==> src/rtl/fsel_pkg.sv <==
package fsel_pkg;

    typedef enum logic [2:0] {
        TS_RUN        = 3'd0,
        TS_IDLE       = 3'd1,
        TS_SQUASH     = 3'd2,
        TS_BLOCKED    = 3'd3,
        TS_TRAP       = 3'd4,
        TS_WAIT_RESP  = 3'd5,
        TS_WAIT_RETRY = 3'd6,
        TS_FILL_DONE  = 3'd7
    } tstat_e;

    typedef enum logic [1:0] {
        SEL_SINGLE = 2'd0,
        SEL_ROTATE = 2'd1,
        SEL_IQ     = 2'd2,
        SEL_LSQ    = 2'd3
    } selmode_e;

    localparam int STAT_W = 3;

    // threads that may be handed to fetch
    function automatic logic can_fetch(input logic [STAT_W-1:0] s);
        return (s == TS_RUN) || (s == TS_IDLE) || (s == TS_FILL_DONE);
    endfunction

endpackage

==> src/rtl/fsel_rr_pick.sv <==
module fsel_rr_pick #(
    parameter int N     = 4,
    parameter int TID_W = 2
) (
    input  logic [N-1:0][TID_W-1:0] order_i,
    input  logic [N-1:0]            elig_i,
    output logic                    found_o,
    output logic [TID_W-1:0]        tid_o,
    output logic [N-1:0][TID_W-1:0] order_o
);
    int pos;

    always_comb begin
        found_o = 1'b0;
        pos     = 0;
        for (int i = 0; i < N; i++) begin
            if (!found_o && elig_i[order_i[i]]) begin
                found_o = 1'b1;
                pos     = i;
            end
        end
        tid_o = order_i[pos];
        // move-to-back: entries behind the winner shift toward the head
        for (int i = 0; i < N - 1; i++) begin
            order_o[i] = (i < pos) ? order_i[i] : order_i[i+1];
        end
        order_o[N-1] = tid_o;
    end
endmodule

==> src/rtl/fsel_occ_pick.sv <==
module fsel_occ_pick #(
    parameter int N     = 4,
    parameter int CNT_W = 6,
    parameter int TID_W = 2
) (
    input  logic [N-1:0][CNT_W-1:0] counts_i,
    input  logic [N-1:0]            elig_i,
    output logic                    valid_o,
    output logic [TID_W-1:0]        tid_o
);
    logic [CNT_W-1:0] best;

    always_comb begin
        valid_o = 1'b0;
        tid_o   = '0;
        best    = '0;
        // strict compare keeps the lower index on ties
        for (int i = 0; i < N; i++) begin
            if (elig_i[i] && (!valid_o || counts_i[i] < best)) begin
                valid_o = 1'b1;
                best    = counts_i[i];
                tid_o   = TID_W'(i);
            end
        end
    end
endmodule

==> src/rtl/fetch_thread_select.sv <==
module fetch_thread_select
    import fsel_pkg::*;
#(
    parameter int NUM_THREADS = 4,
    parameter int NUM_PICKS   = 2,
    parameter int CNT_W       = 6,
    localparam int TID_W      = (NUM_THREADS > 1) ? $clog2(NUM_THREADS) : 1
) (
    input  logic                           clk,
    input  logic                           rst_n,
    input  logic [1:0]                     mode_i,
    input  logic [STAT_W*NUM_THREADS-1:0]  thread_status_i,
    input  logic [CNT_W*NUM_THREADS-1:0]   iq_count_i,
    input  logic [CNT_W*NUM_THREADS-1:0]   lsq_count_i,
    input  logic [NUM_PICKS-1:0]           grant_take_i,
    output logic [NUM_PICKS-1:0]           grant_valid_o,
    output logic [TID_W*NUM_PICKS-1:0]     grant_tid_o
);
    typedef logic [NUM_THREADS-1:0][TID_W-1:0] order_t;
    typedef struct packed {
        order_t order;
    } state_t;

    state_t st_q, st_d;

    logic [NUM_THREADS-1:0]            elig;
    logic [NUM_THREADS-1:0][CNT_W-1:0] iq_cnt, lsq_cnt;
    logic                              iq_valid, lsq_valid;
    logic [TID_W-1:0]                  iq_tid, lsq_tid;
    order_t                            stage [NUM_PICKS+1];

    assign iq_cnt  = iq_count_i;
    assign lsq_cnt = lsq_count_i;

    always_comb begin
        for (int i = 0; i < NUM_THREADS; i++) begin
            elig[i] = can_fetch(thread_status_i[i*STAT_W +: STAT_W]);
        end
    end

    fsel_occ_pick #(.N(NUM_THREADS), .CNT_W(CNT_W), .TID_W(TID_W)) u_occ_iq (
        .counts_i(iq_cnt), .elig_i(elig), .valid_o(iq_valid), .tid_o(iq_tid)
    );
    fsel_occ_pick #(.N(NUM_THREADS), .CNT_W(CNT_W), .TID_W(TID_W)) u_occ_lsq (
        .counts_i(lsq_cnt), .elig_i(elig), .valid_o(lsq_valid), .tid_o(lsq_tid)
    );

    assign stage[0] = st_q.order;

    for (genvar k = 0; k < NUM_PICKS; k++) begin : g_pick
        logic             rr_found;
        logic [TID_W-1:0] rr_tid;
        order_t           rr_rot;
        logic             v;
        logic [TID_W-1:0] t;

        fsel_rr_pick #(.N(NUM_THREADS), .TID_W(TID_W)) u_rr (
            .order_i(stage[k]), .elig_i(elig),
            .found_o(rr_found), .tid_o(rr_tid), .order_o(rr_rot)
        );

        // the next slot sees this slot's rotation
        assign stage[k+1] = (mode_i == SEL_ROTATE && rr_found && grant_take_i[k])
                            ? rr_rot : stage[k];

        if (NUM_THREADS == 1) begin : g_solo
            always_comb begin
                v = elig[0];
                t = '0;
            end
        end else begin : g_multi
            always_comb begin
                case (selmode_e'(mode_i))
                    SEL_SINGLE: begin v = 1'b1;      t = '0;      end
                    SEL_ROTATE: begin v = rr_found;  t = rr_tid;  end
                    SEL_IQ:     begin v = iq_valid;  t = iq_tid;  end
                    SEL_LSQ:    begin v = lsq_valid; t = lsq_tid; end
                    default:    begin v = 1'b0;      t = '0;      end
                endcase
            end
        end

        assign grant_valid_o[k]             = v;
        assign grant_tid_o[k*TID_W +: TID_W] = t;

        assert_grant_eligible_R1: assert property (@(posedge clk) disable iff (!rst_n)
            ((NUM_THREADS == 1 || mode_i != SEL_SINGLE) && grant_valid_o[k])
            |-> elig[grant_tid_o[k*TID_W +: TID_W]]);
    end

    always_comb begin
        st_d       = st_q;
        st_d.order = stage[NUM_PICKS];
    end

    always_ff @(posedge clk or negedge rst_n) begin
        if (!rst_n) begin
            for (int i = 0; i < NUM_THREADS; i++) st_q.order[i] <= TID_W'(i);
        end else begin
            st_q <= st_d;
        end
    end

    // ---------------- assertions ----------------
    logic [NUM_THREADS-1:0] seen;
    always_comb begin
        seen = '0;
        for (int i = 0; i < NUM_THREADS; i++) seen[st_q.order[i]] = 1'b1;
    end

    assert_list_perm_R2: assert property (@(posedge clk) disable iff (!rst_n)
        &seen);

    assert_tail_move_R3: assert property (@(posedge clk) disable iff (!rst_n)
        (mode_i == SEL_ROTATE && grant_valid_o[0] && grant_take_i == NUM_PICKS'(1))
        |=> st_q.order[NUM_THREADS-1] == $past(grant_tid_o[TID_W-1:0]));

    assert_no_elig_R4: assert property (@(posedge clk) disable iff (!rst_n)
        (elig == '0 && (NUM_THREADS == 1 || mode_i != SEL_SINGLE)) |-> !grant_valid_o[0]);

    assert_list_hold_R8: assert property (@(posedge clk) disable iff (!rst_n)
        (mode_i != SEL_ROTATE || (grant_take_i & grant_valid_o) == '0)
        |=> st_q.order == $past(st_q.order));

    if (NUM_THREADS > 1) begin : g_single_chk
        assert_single_zero_R5: assert property (@(posedge clk) disable iff (!rst_n)
            (mode_i == SEL_SINGLE) |-> (grant_valid_o[0] && grant_tid_o[TID_W-1:0] == '0));
    end

    logic occ_ok;
    always_comb begin
        logic [NUM_THREADS-1:0][CNT_W-1:0] c;
        logic [TID_W-1:0] g;
        c      = (mode_i == SEL_LSQ) ? lsq_cnt : iq_cnt;
        g      = grant_tid_o[TID_W-1:0];
        occ_ok = 1'b1;
        for (int i = 0; i < NUM_THREADS; i++) begin
            if (elig[i] && (c[i] < c[g] || (c[i] == c[g] && i < int'(g)))) occ_ok = 1'b0;
        end
    end

    assert_occ_min_R7: assert property (@(posedge clk) disable iff (!rst_n)
        (NUM_THREADS > 1 && (mode_i == SEL_IQ || mode_i == SEL_LSQ) && grant_valid_o[0])
        |-> occ_ok);

endmodule

==> config.mk <==
export PLATFORM = sky130hd
export DESIGN_NAME = fetch_thread_select
export DESIGN_NICKNAME = d
export VERILOG_FILES = /design/src/rtl/fsel_pkg.sv /design/src/rtl/fsel_rr_pick.sv /design/src/rtl/fsel_occ_pick.sv /design/src/rtl/fetch_thread_select.sv
export SDC_FILE = /design/constraint.sdc
export NUM_CORES = 1
export LEC_CHECK = 0
export BUFFER_PORTS_ARGS = -buffer_cell sky130_fd_sc_hd__buf_4
export CORE_MARGIN = 10
export CORE_UTILIZATION = 35
export CTS_CLUSTER_DIAMETER = 200
export DETAILED_ROUTE_END_ITERATION = 10
export GPL_ROUTABILITY_DRIVEN = 1
export SLEW_MARGIN = 20
export SYNTH_ARGS = -nofsm -noshare
export SYNTH_HDL_FRONTEND = slang
export SYNTH_SLANG_ARGS = --single-unit
export TNS_END_PERCENT = 5
==> constraint.sdc <==
create_clock -name clk -period 8.6 [get_ports clk]
set_input_delay 1.72 -clock clk [delete_from_list [all_inputs] [get_ports clk]]
set_output_delay 1.72 -clock clk [all_outputs]
set_load 0.02 [all_outputs]
==> key figures, run 1 <==
Worst setup path
  • Reg-to-reg startpoint: st_q[0]$_DFF_PN0_
  • Crit path kind: in2out
  • Critical path's top delay family: compound AO/OA/AOI/OAI gates
  • Highest-delay cell along the critical path: a211o_1
  • CP bufs+invs: 2
  • Critical path required time: 6.88 ns
  • Flop2flop setup slack: roughly 5.4 ns
  • Cells on worst reg2reg path: 10
  • CP endpoint kind: output pin
  • Reg-to-Reg End: st_q[7]$_DFF_PN1_
  • Worst Path Arrival: about 6.6 ns
  • Cell mode on critical path: a21o_1
  • Worst-path maximum fanout: 9
  • Startpoint Class: input port
  • Largest stage delay, worst path: slightly above 0.3 ns

Routing
  • Iter 0 DRT Violations: about 260
  • WL/cell: around 17 um
  • Via count: just over 3000
  • DRC: 0
  • Number of vias per cell: 5.57
  • DRT Pass-1 Iters: 5
  • Final antenna-violating net count: 0
  • WL final: 9.06 mm

GRT
  • Vias in the first global route: 3087
  • Pin count of the biggest net entering global routing: 14
  • First-pass GRT wire length: 14.6 mm
  • GRT overflow: 0
  • GR Util All Layers: 0.148
  • Initial antenna violation count: 0

Hold path
  • Worst Hold Launch: st_q[2]$_DFF_PN1_
  • Min-Delay Path Depth: 2
  • Hold Crit Endpoint: st_q[2]$_DFF_PN1_
  • Hold Path Class: reg2reg

Cells and area
  • Largest regs: st_q: 8 flops
  • Max FFs per register: 8
  • Leading cell types in the layout, fill and taps excluded: 107 x buf_4, 32 x nor2_1, 30 x nand2_1, 30 x ha_1, 21 x a21oi_1
  • # diodes: 0
  • # nets final: roughly 550
  • Layout cells sized above 1: 0.430
  • Fin util: 0.507
  • Top reg by flops: st_q
  • Commonest non-fill, non-tap cell in the layout: buf_4
  • Final Instance Area: approximately 3700 sq um
  • Filler cells: 768
  • Area delta synth->final: 40.1%
  • Non-Filler Instances: roughly 550

STA
  • Worst Skew: ~0.0024 ns
  • FMAX: between 0.1 and 0.15 GHz
  • Final Hold Viols: 0
  • Share of the cycle needed by the critical path after routing: 0.970
  • Slew Viols, Final: 0
  • Final worst setup slack: between 0.2 and 0.3 ns
  • Relative slew slack: 0.402
  • # setup viols final: 0
  • Minimum clock period: about 8.3 ns
  • Measured slew at the worst slew-check pin: 0.893 ns

Placement
  • I/O Buffers: 71
  • DP Area: about 3500 sq um
  • Placed wire-length estimate: 7.36 mm
  • Placement Setup Slack: -0.168 ns
  • Total placed cells including tap cells: 537
  • Global placer's final weighted congestion: between 0.8 and 0.9

Yosys
  • Top post-synthesis cells by area: ha_1 14%, a21oi_1 6.4%, a21o_1 5.7%
  • Main flop type after synthesis: dfstp_2
  • Share of the synthesized area in the top cell type: 0.142
  • Sequential element share of the synthesized area: 0.0778
  • Synth warn: 0
  • Asr flop ratio synth: 1.00
  • Largest area contributor in the netlist: ha_1
  • Synth Instances: around 350
  • Mean Syn Cell Area: 7.56 sq um
  • Synth Net Count: approximately 450
  • Library cells used by synthesis: between 70 and 80
  • Yosys reg bits: 8
  • Post-synth EDFFs: 0
  • Mapped Area: 2640 sq um

Power
  • Worst vdd ir: 0.0891 mV
  • Power Density: around 200 nW/um^2
  • Power, Total: ~0.74 mW
  • Lkg Pwr: ~1.7 nW

CTS
  • Htree depth: 1
  • CTS tree: built
  • Worst-path clk slew: about 0.040 ns
  • Deepest clock path buffer count: 2
  • CTS Root Cell: clkbuf_8
  • Clock Latency Late Sink: ~0.23 ns
  • CTS Buf Count: 3
  • Hold Buf Count CTS: 0
  • Clk sinks: 8

Job
  • MaxCap Viol Count: 0

Die
  • Die width: around 110 um
  • Area of the core: around 7300 sq um
  • Rows: 31
  • Starting density of the core: 0.362
  • Ports: 72
  • Full die area: 11400 sq um
  • Die Y: 107 um

Run status
  • Status: finished clean
## what timing repair did
item	in CTS	in global routing
setup endpoints to repair	4	4
gates resized for setup	7	39
gates cloned	0	1
pin swaps	1	23
buffers inserted	0	6
## cell type report
cell class / instances / area, sq um / share of cell area
clock buffers: 4 / 45.0 / 0.0122
inverters: 9 / 33.8 / 0.00914
multi-input cells: 316 / 2430 / 0.659
flip-flops and latches: 8 / 205 / 0.0555
well taps: 99 / 124 / 0.0335
repair buffers: 112 / 853 / 0.231
## worst max-delay path by stage
stage,end,depth (start not counted),startpoint,slack [ns]
6_report,grant_tid_o[1],30,thread_status_i[2],0.26
5_1_grt,grant_tid_o[0],31,thread_status_i[2],-0.03
4_1_cts,grant_tid_o[0],31,thread_status_i[2],0.04
3_5_place_dp,grant_tid_o[1],30,thread_status_i[2],-0.17
3_3_place_gp,grant_tid_o[3],31,thread_status_i[2],-0.15
2_1_floorplan,grant_tid_o[1],32,thread_status_i[2],0.005
## through the flow
stage	setup TNS, ns	hold WS [ns]
global route	-0.0462	0.761
CTS	0	0.717
floorplan	0	0.630
detailed placement	-0.558	0.703
global placement	-0.332	0.712
finish	0	0.724
## logic make-up (layout without fill, tap and decap cells)
| family | after synthesis | after routing | share of synthesized area |
|---|---|---|---|
| AOI/OAI and AO/OA | 143 | 143 | 0.404 |
| and+or+nand+nor | 123 | 123 | 0.232 |
| adders and majority gates | 30 | 30 | 0.142 |
| buffers and inverters | 25 | 125 | 0.0536 |
| muxes | 20 | 20 | 0.0906 |
| DFF | 8 | 8 | 0.0778 |
## worst register-to-register path, cell delays in order, from the launching register on
cell and delay [ns]:
dfrtp_1 0.46, inv_1 0.11, o31ai_1 0.46, o2bb2ai_2 0.22
o21ai_4 0.26, mux2i_2 0.43, mux2i_1 0.33, mux2i_1 0.18
o21ai_2 0.20, nand4b_2 0.20, o221ai_1 0.27
## where the power goes
group,internal (mW),switching [mW],leakage [nW]
registers,0.0642,0.0502,0.0916
logic,0.260,0.321,1.63
clock network,0.0320,0.0137,0.0228
## Yosys cell counts, types with 3 or more instances
cell / n
a2111o_1: 3
a211oi_1: 4
a21o_1: 20
a21oi_1: 34
a31o_2: 4
a31oi_1: 8
a32oi_1: 3
and2_1: 4
and3_1: 3
and3_2: 3
and4_1: 3
buf_4: 4
clkbuf_1: 6
dfrtp_1: 4
dfstp_2: 4
ha_1: 30
inv_1: 9
mux2i_1: 13
mux2i_2: 3
nand2_1: 35
nand2b_1: 5
nand3_1: 9
nor2_1: 34
nor2_2: 4
nor3_1: 6
o211ai_1: 5
o21ai_0: 24
o22ai_1: 4
o31ai_1: 4
or2_2: 4
## layer usage
layer | vias up | GRT usage | wire, um
li1 | 1546 | - | -
met5 | - | 0 | 0
met2 | 104 | 0.237 | 4110
met4 | 0 | 0.0193 | 57
met3 | 6 | 0.0371 | 694
met1 | 1397 | 0.200 | 4200
No activity file was read; power rests on OpenSTA's default activity.
==> run 2, diff against run 1 <==
- CORE_UTILIZATION: 35 -> 49
- PLACE_DENSITY: unset -> 0.78
- SETUP_SLACK_MARGIN: unset -> 0.4
==> run 2 against run 1 <==
Against the previous run:
- fmax fell by 1.5%
- die area down 24%
- combinational power grew 2%
- setup slack worse by 0.13 ns
- non-clock buffer count is 4 lower
- clock power grew 3%
- design area is 0.85% higher
- first-iteration DRC count up 0.38%
- critical path type unchanged
- highest routed layer unchanged
==> key figures, run 2 (synthesis results as in run 1) <==
STA
  • FMAX: 0.118 GHz
  • Worst Skew: 0.00550 ns
  • Relative slew slack: 0.429
  • Fin Hold WS: roughly 0.73 ns
  • Final worst setup slack: 0.130 ns
  • RSZ-0062 raised after global routing: true
  • Minimum clock period: about 8.5 ns
  • Slew Viols, Final: 0
  • Final Hold Viols: 0
  • Share of the cycle needed by the critical path after routing: 0.985
  • # setup viols final: 0
  • Measured slew at the worst slew-check pin: 0.853 ns

Routing
  • Via count: ~3300
  • DRT Pass-1 Iters: 4
  • Number of vias per cell: about 6.4
  • WL/cell: 18.7 um
  • Final antenna-violating net count: 0
  • WL final: between 9 and 10 mm
  • DRC: 0
  • Iter 0 DRT Violations: around 260

Die
  • Full die area: 8720 sq um
  • Starting density of the core: 0.510
  • Rows: 26
  • Die width: roughly 93 um
  • Die Y: between 90 and 100 um
  • Ports: between 70 and 80
  • Area of the core: just over 5000 sq um

Power
  • Worst vdd ir: about 0.14 mV
  • Comb pwr share: 0.786
  • Switching power: between 0.3 and 0.4 mW
  • Lkg Pwr: roughly 1.7 nW
  • Switching share of total power: 0.525
  • Power Density: just over 200 nW/um^2
  • Internal Power: 0.358 mW
  • Clock network power share: 0.062
  • Power, Total: 0.754 mW
  • Seq pwr share: 0.152

Worst setup path
  • CP bufs+invs: 11
  • Worst Path Arrival: approximately 6.8 ns
  • Critical path required time: around 6.9 ns
  • Crit path kind: in2out
  • Startpoint Class: input port
  • Flop2flop setup slack: between 5 and 6 ns
  • Cell mode on critical path: buf_4
  • Largest stage delay, worst path: 0.36 ns
  • CP endpoint kind: output pin
  • Highest-delay cell along the critical path: o211ai_1
  • Worst-path maximum fanout: 6
  • Critical path's top delay family: compound AO/OA/AOI/OAI gates

CTS
  • Clock Latency Late Sink: approximately 0.23 ns
  • Worst-path clk slew: 0.04 ns
  • CTS tree: built
  • CTS Buf Count: 3
  • Clk sinks: 8
  • Htree depth: 1
  • CTS Root Cell: clkbuf_8
  • Deepest clock path buffer count: 2

Cells and area
  • # diodes: 0
  • Largest regs: st_q: 8 flops
  • Max FFs per register: 8
  • Area delta synth->final: 41.3%
  • Commonest non-fill, non-tap cell in the layout: buf_4
  • # nets final: about 550
  • Leading cell types in the layout, fill and taps excluded: 103 x buf_4, 32 x nor2_1, 30 x nand2_1
  • Top reg by flops: st_q
  • Layout cells sized above 1: 0.437

Placement
  • Placed wire-length estimate: roughly 6.9 mm
  • Global placer's final weighted congestion: around 0.95
  • Placement Setup Slack: -0.0823 ns
  • I/O Buffers: 71

GRT
  • Vias in the first global route: 3254
  • Initial antenna violation count: 0
  • Pin count of the biggest net entering global routing: 14
  • GR Util All Layers: 0.207
  • First-pass GRT wire length: 15.4 mm
  • GRT overflow: 0

Run status
  • Status: finished clean

Job
  • MaxCap Viol Count: 0

Hold path
  • Hold Path Class: reg2reg
run 2: cell count changes in the layout (fill, tap and decap cells not counted), sizes merged:
cell and delta:
clkinvlp +1, a21oi +1, buf -4, o21ai +1, or2 +1
run 2: worst register-to-register path, cell delays in order, from the launching register on:
cell and delay (ns):
dfstp_2 0.63, o21ai_0 0.14, o32a_4 0.23, a22o_2 0.32, o21ai_4 0.20, mux2i_2 0.42, mux2i_1 0.18, mux2_1 0.37
mux2i_1 0.15, a32oi_1 0.29, o221ai_1 0.19
run 2: timing repair:
action | in CTS | in global routing
gates cloned | 4 | 0
pin swaps | 32 | 20
setup buffers | 25 | 6
setup endpoints to repair | 4 | 4
hold buffers | 0 | 0
gates resized for setup | 30 | 13
endpoints found under the hold margin | 0 | 0
run 2: per-layer routing:
layer | global-route usage | wire length (um) | up-vias | part of all wire
met4 | 0.0424 | 204 | 0 | 0.021
li1 | - | - | 1554 | -
met1 | 0.262 | 4100 | 1530 | 0.42
met5 | 0 | 0 | - | 0
met2 | 0.345 | 4540 | 202 | 0.47
met3 | 0.0536 | 877 | 24 | 0.090
run 2: area by class of cell:
class | count | area, sq um
Clock buffer | 4 | 45.0
Fill cell | 381 | 1450
Inverter | 9 | 33.8
Multi-Input combinational cell | 319 | 2520
Sequential cell | 8 | 205
Tap cell | 70 | 87.6
Timing Repair Buffer | 108 | 830
Timing Repair inverter | 1 | 5.00
run 2: power by group through the flow:
stage	registers, mW	clock network, mW	logic [mW]
6_report	0.114	0.0471	0.593
3_3_place_gp	0.112	0	0.516
5_1_grt	0.117	0.0509	0.640
2_1_floorplan	0.0801	0	0.448
3_5_place_dp	0.112	0	0.527
4_1_cts	0.112	0.0480	0.565
run 2: stage by stage:
step,utilization,instances,TNS (ns),cell area (sq um)
final,0.721,519,0,3730
after global routing,0.721,519,-0.304,3730
after CTS,0.701,513,0,3620
after detailed placement,0.629,480,-0.122,3260
after global placement,0.629,480,0,3260
after floorplan,-,349,0,2750
run 2: worst paths after layout:
path	startpoint	end	depth (start not counted)
min reg2reg	st_q[2]$_DFF_PN1_	st_q[2]$_DFF_PN1_	2
min	st_q[2]$_DFF_PN1_	st_q[2]$_DFF_PN1_	2
max	thread_status_i[2]	grant_tid_o[3]	31
max in group asynchronous	rst_n	st_q[5]$_DFF_PN1_	1
max reg2reg	st_q[2]$_DFF_PN1_	st_q[7]$_DFF_PN1_	10
min in group asynchronous	rst_n	st_q[3]$_DFF_PN0_	1
==> run 3, diff against run 2 <==
- CTS_BUF_LIST: unset -> sky130_fd_sc_hd__clkbuf_16
==> run 3 against run 2 <==
Against the previous run:
- clock skew decreased by 0.0020 ns
- critical path depth unchanged
- worst hold slack got worse by 0.0052 ns
- design area increased by 0.91%
- sequential share of layout area about the same
- fmax about the same
- wire length increased by 0.81%
- sequential power about the same
- largest power group unchanged
==> key figures, run 3 (synthesis results as in run 1) <==
Run status
  • Status: finished clean

GRT
  • Pin count of the biggest net entering global routing: 14
  • GR Util All Layers: 0.208
  • Vias in the first global route: roughly 3300
  • First-pass GRT wire length: about 15 mm
  • Initial antenna violation count: 0
  • GRT overflow: 0

STA
  • Fin Hold WS: between 0.7 and 0.8 ns
  • Measured slew at the worst slew-check pin: about 0.84 ns
  • Relative slew slack: 0.440
  • Slew Viols, Final: 0
  • Final Hold Viols: 0
  • Share of the cycle needed by the critical path after routing: 0.985
  • FMAX: around 0.12 GHz
  • TNS Setup: 0 ns
  • # setup viols final: 0
  • Minimum clock period: 8.47 ns
  • Worst Skew: between 0.003 and 0.004 ns
  • RSZ-0062 raised after global routing: true

CTS
  • Deepest clock path buffer count: 2
  • Htree depth: 1
  • CTS Root Cell: clkbuf_16
  • Clk sinks: 8
  • CTS tree: built
  • Clock Latency Late Sink: ~0.23 ns
  • CTS Buf Count: 3
  • Worst-path clk slew: around 0.040 ns

Power
  • Lkg Pwr: 1.76 nW
  • Worst vdd ir: around 0.14 mV
  • Power Density: roughly 210 nW/um^2
  • Power, Total: between 0.7 and 0.8 mW

Placement
  • I/O Buffers: 71
  • Placed wire-length estimate: just under 7 mm
  • Global placer's final weighted congestion: between 0.9 and 1
  • Total placed cells including tap cells: between 400 and 500

Die
  • Starting density of the core: 0.510
  • Rows: 26
  • Full die area: about 8700 sq um
  • Die width: 93.4 um
  • Ports: about 70
  • Area of the core: a little over 5000 sq um
  • Die Y: just over 90 um

Routing
  • Number of vias per cell: approximately 6.4
  • DRC: 0
  • WL final: 9.79 mm
  • DRT Pass-1 Iters: 6
  • Iter 0 DRT Violations: around 320
  • Via count: roughly 3300
  • Final antenna-violating net count: 0
  • WL/cell: between 15 and 20 um

Worst setup path
  • Cells on worst reg2reg path: 10
  • CP endpoint kind: output pin
  • Reg-to-Reg End: st_q[7]$_DFF_PN1_
  • Cell mode on critical path: buf_4
  • Reg-to-reg startpoint: st_q[2]$_DFF_PN1_
  • Crit path kind: in2out
  • Flop2flop setup slack: around 5.4 ns
  • Highest-delay cell along the critical path: o211ai_1
  • Critical path required time: 6.88 ns
  • Worst Path Arrival: between 6 and 7 ns
  • Startpoint Class: input port
  • Worst-path maximum fanout: 6
  • Largest stage delay, worst path: around 0.36 ns

Job
  • MaxCap Viol Count: 0

Cells and area
  • Fin util: 0.727
  • # nets final: around 550
  • Leading cell types in the layout, fill and taps excluded: 103 x buf_4, 32 x nor2_1, 30 x nand2_1
  • Storage element area: 205 sq um
  • Layout cells sized above 1: 0.437
  • Top reg by flops: st_q
  • Area taken by multi-input logic gates: about 2500 sq um
  • Area delta synth->final: 42.5%
  • # diodes: 0
  • Non-Filler Instances: about 520
  • Commonest non-fill, non-tap cell in the layout: buf_4
  • Filler cells: about 380
  • Largest regs: st_q: 8 flops
  • Max FFs per register: 8

Hold path
  • Worst Hold Launch: st_q[2]$_DFF_PN1_
  • Hold Crit Endpoint: st_q[2]$_DFF_PN1_
  • Hold Path Class: reg2reg
  • Min-Delay Path Depth: 2
## run 3: changes by cell type in the layout (fill, tap and decap cells not counted), sizes merged
cell and change:
inv +1, clkbuf -1
## run 3: worst max path at each step
stage,endpoint,startpoint,slack [ns],cells after the start
5_1_grt,grant_tid_o[0],thread_status_i[2],-0.11,29
2_1_floorplan,grant_tid_o[1],thread_status_i[2],0.40,32
3_3_place_gp,grant_tid_o[0],thread_status_i[2],0.01,30
6_report,grant_tid_o[3],thread_status_i[2],0.13,31
4_1_cts,grant_tid_o[0],thread_status_i[1],0.36,30
3_5_place_dp,grant_tid_o[0],thread_status_i[2],-0.08,30
## run 3: repair_timing
action | CTS | global route
resized for setup | 30 | 13
hold endpoints to repair | 0 | 0
setup buffers | 25 | 6
pin swaps | 32 | 20
gates cloned | 4 | 0
hold buffers | 0 | 0
setup endpoints to repair | 4 | 4
## run 3: layer usage
metal	GRT usage	up-vias	part of all wire
met1	0.261	1557	0.42
met2	0.349	204	0.46
li1	-	1549	-
met5	0	-	0
met3	0.0552	31	0.091
met4	0.0398	0	0.021
## run 3: worst max-delay path, delay by kind of cell
family / cells / cell delay [ns]
AOI/OAI and AO/OA: 13 / 2.25
and+or+nand+nor: 5 / 0.66
adders and majority gates: 2 / 0.52
buffers and inverters: 11 / 1.59
## run 3: cell type report
type                       instances  area share
clock inverter                     1    0.000998
tap                               70      0.0233
timing repair inverter             1     0.00133
clock buffer                       3      0.0200
inverter                           9     0.00898
multi-input combinational        319       0.670
sequential                         8      0.0546
timing repair buffer             108       0.221
## run 3: where the power goes
group	internal (mW)	switching, mW	total [mW]	leakage (nW)
registers	0.0643	0.0494	0.114	0.0916
logic	0.262	0.333	0.595	1.62
clock network	0.0605	0.0178	0.0783	0.0423
total	0.387	0.401	0.787	1.76
## run 3: per-stage QoR
stage               instance area [sq um]  worst slack [ns]
global placement                     3260            0.0144
detailed placement                   3260           -0.0823
finish                               3760             0.125
CTS                                  3660             0.361
global route                         3760            -0.109
floorplan                            2750             0.396
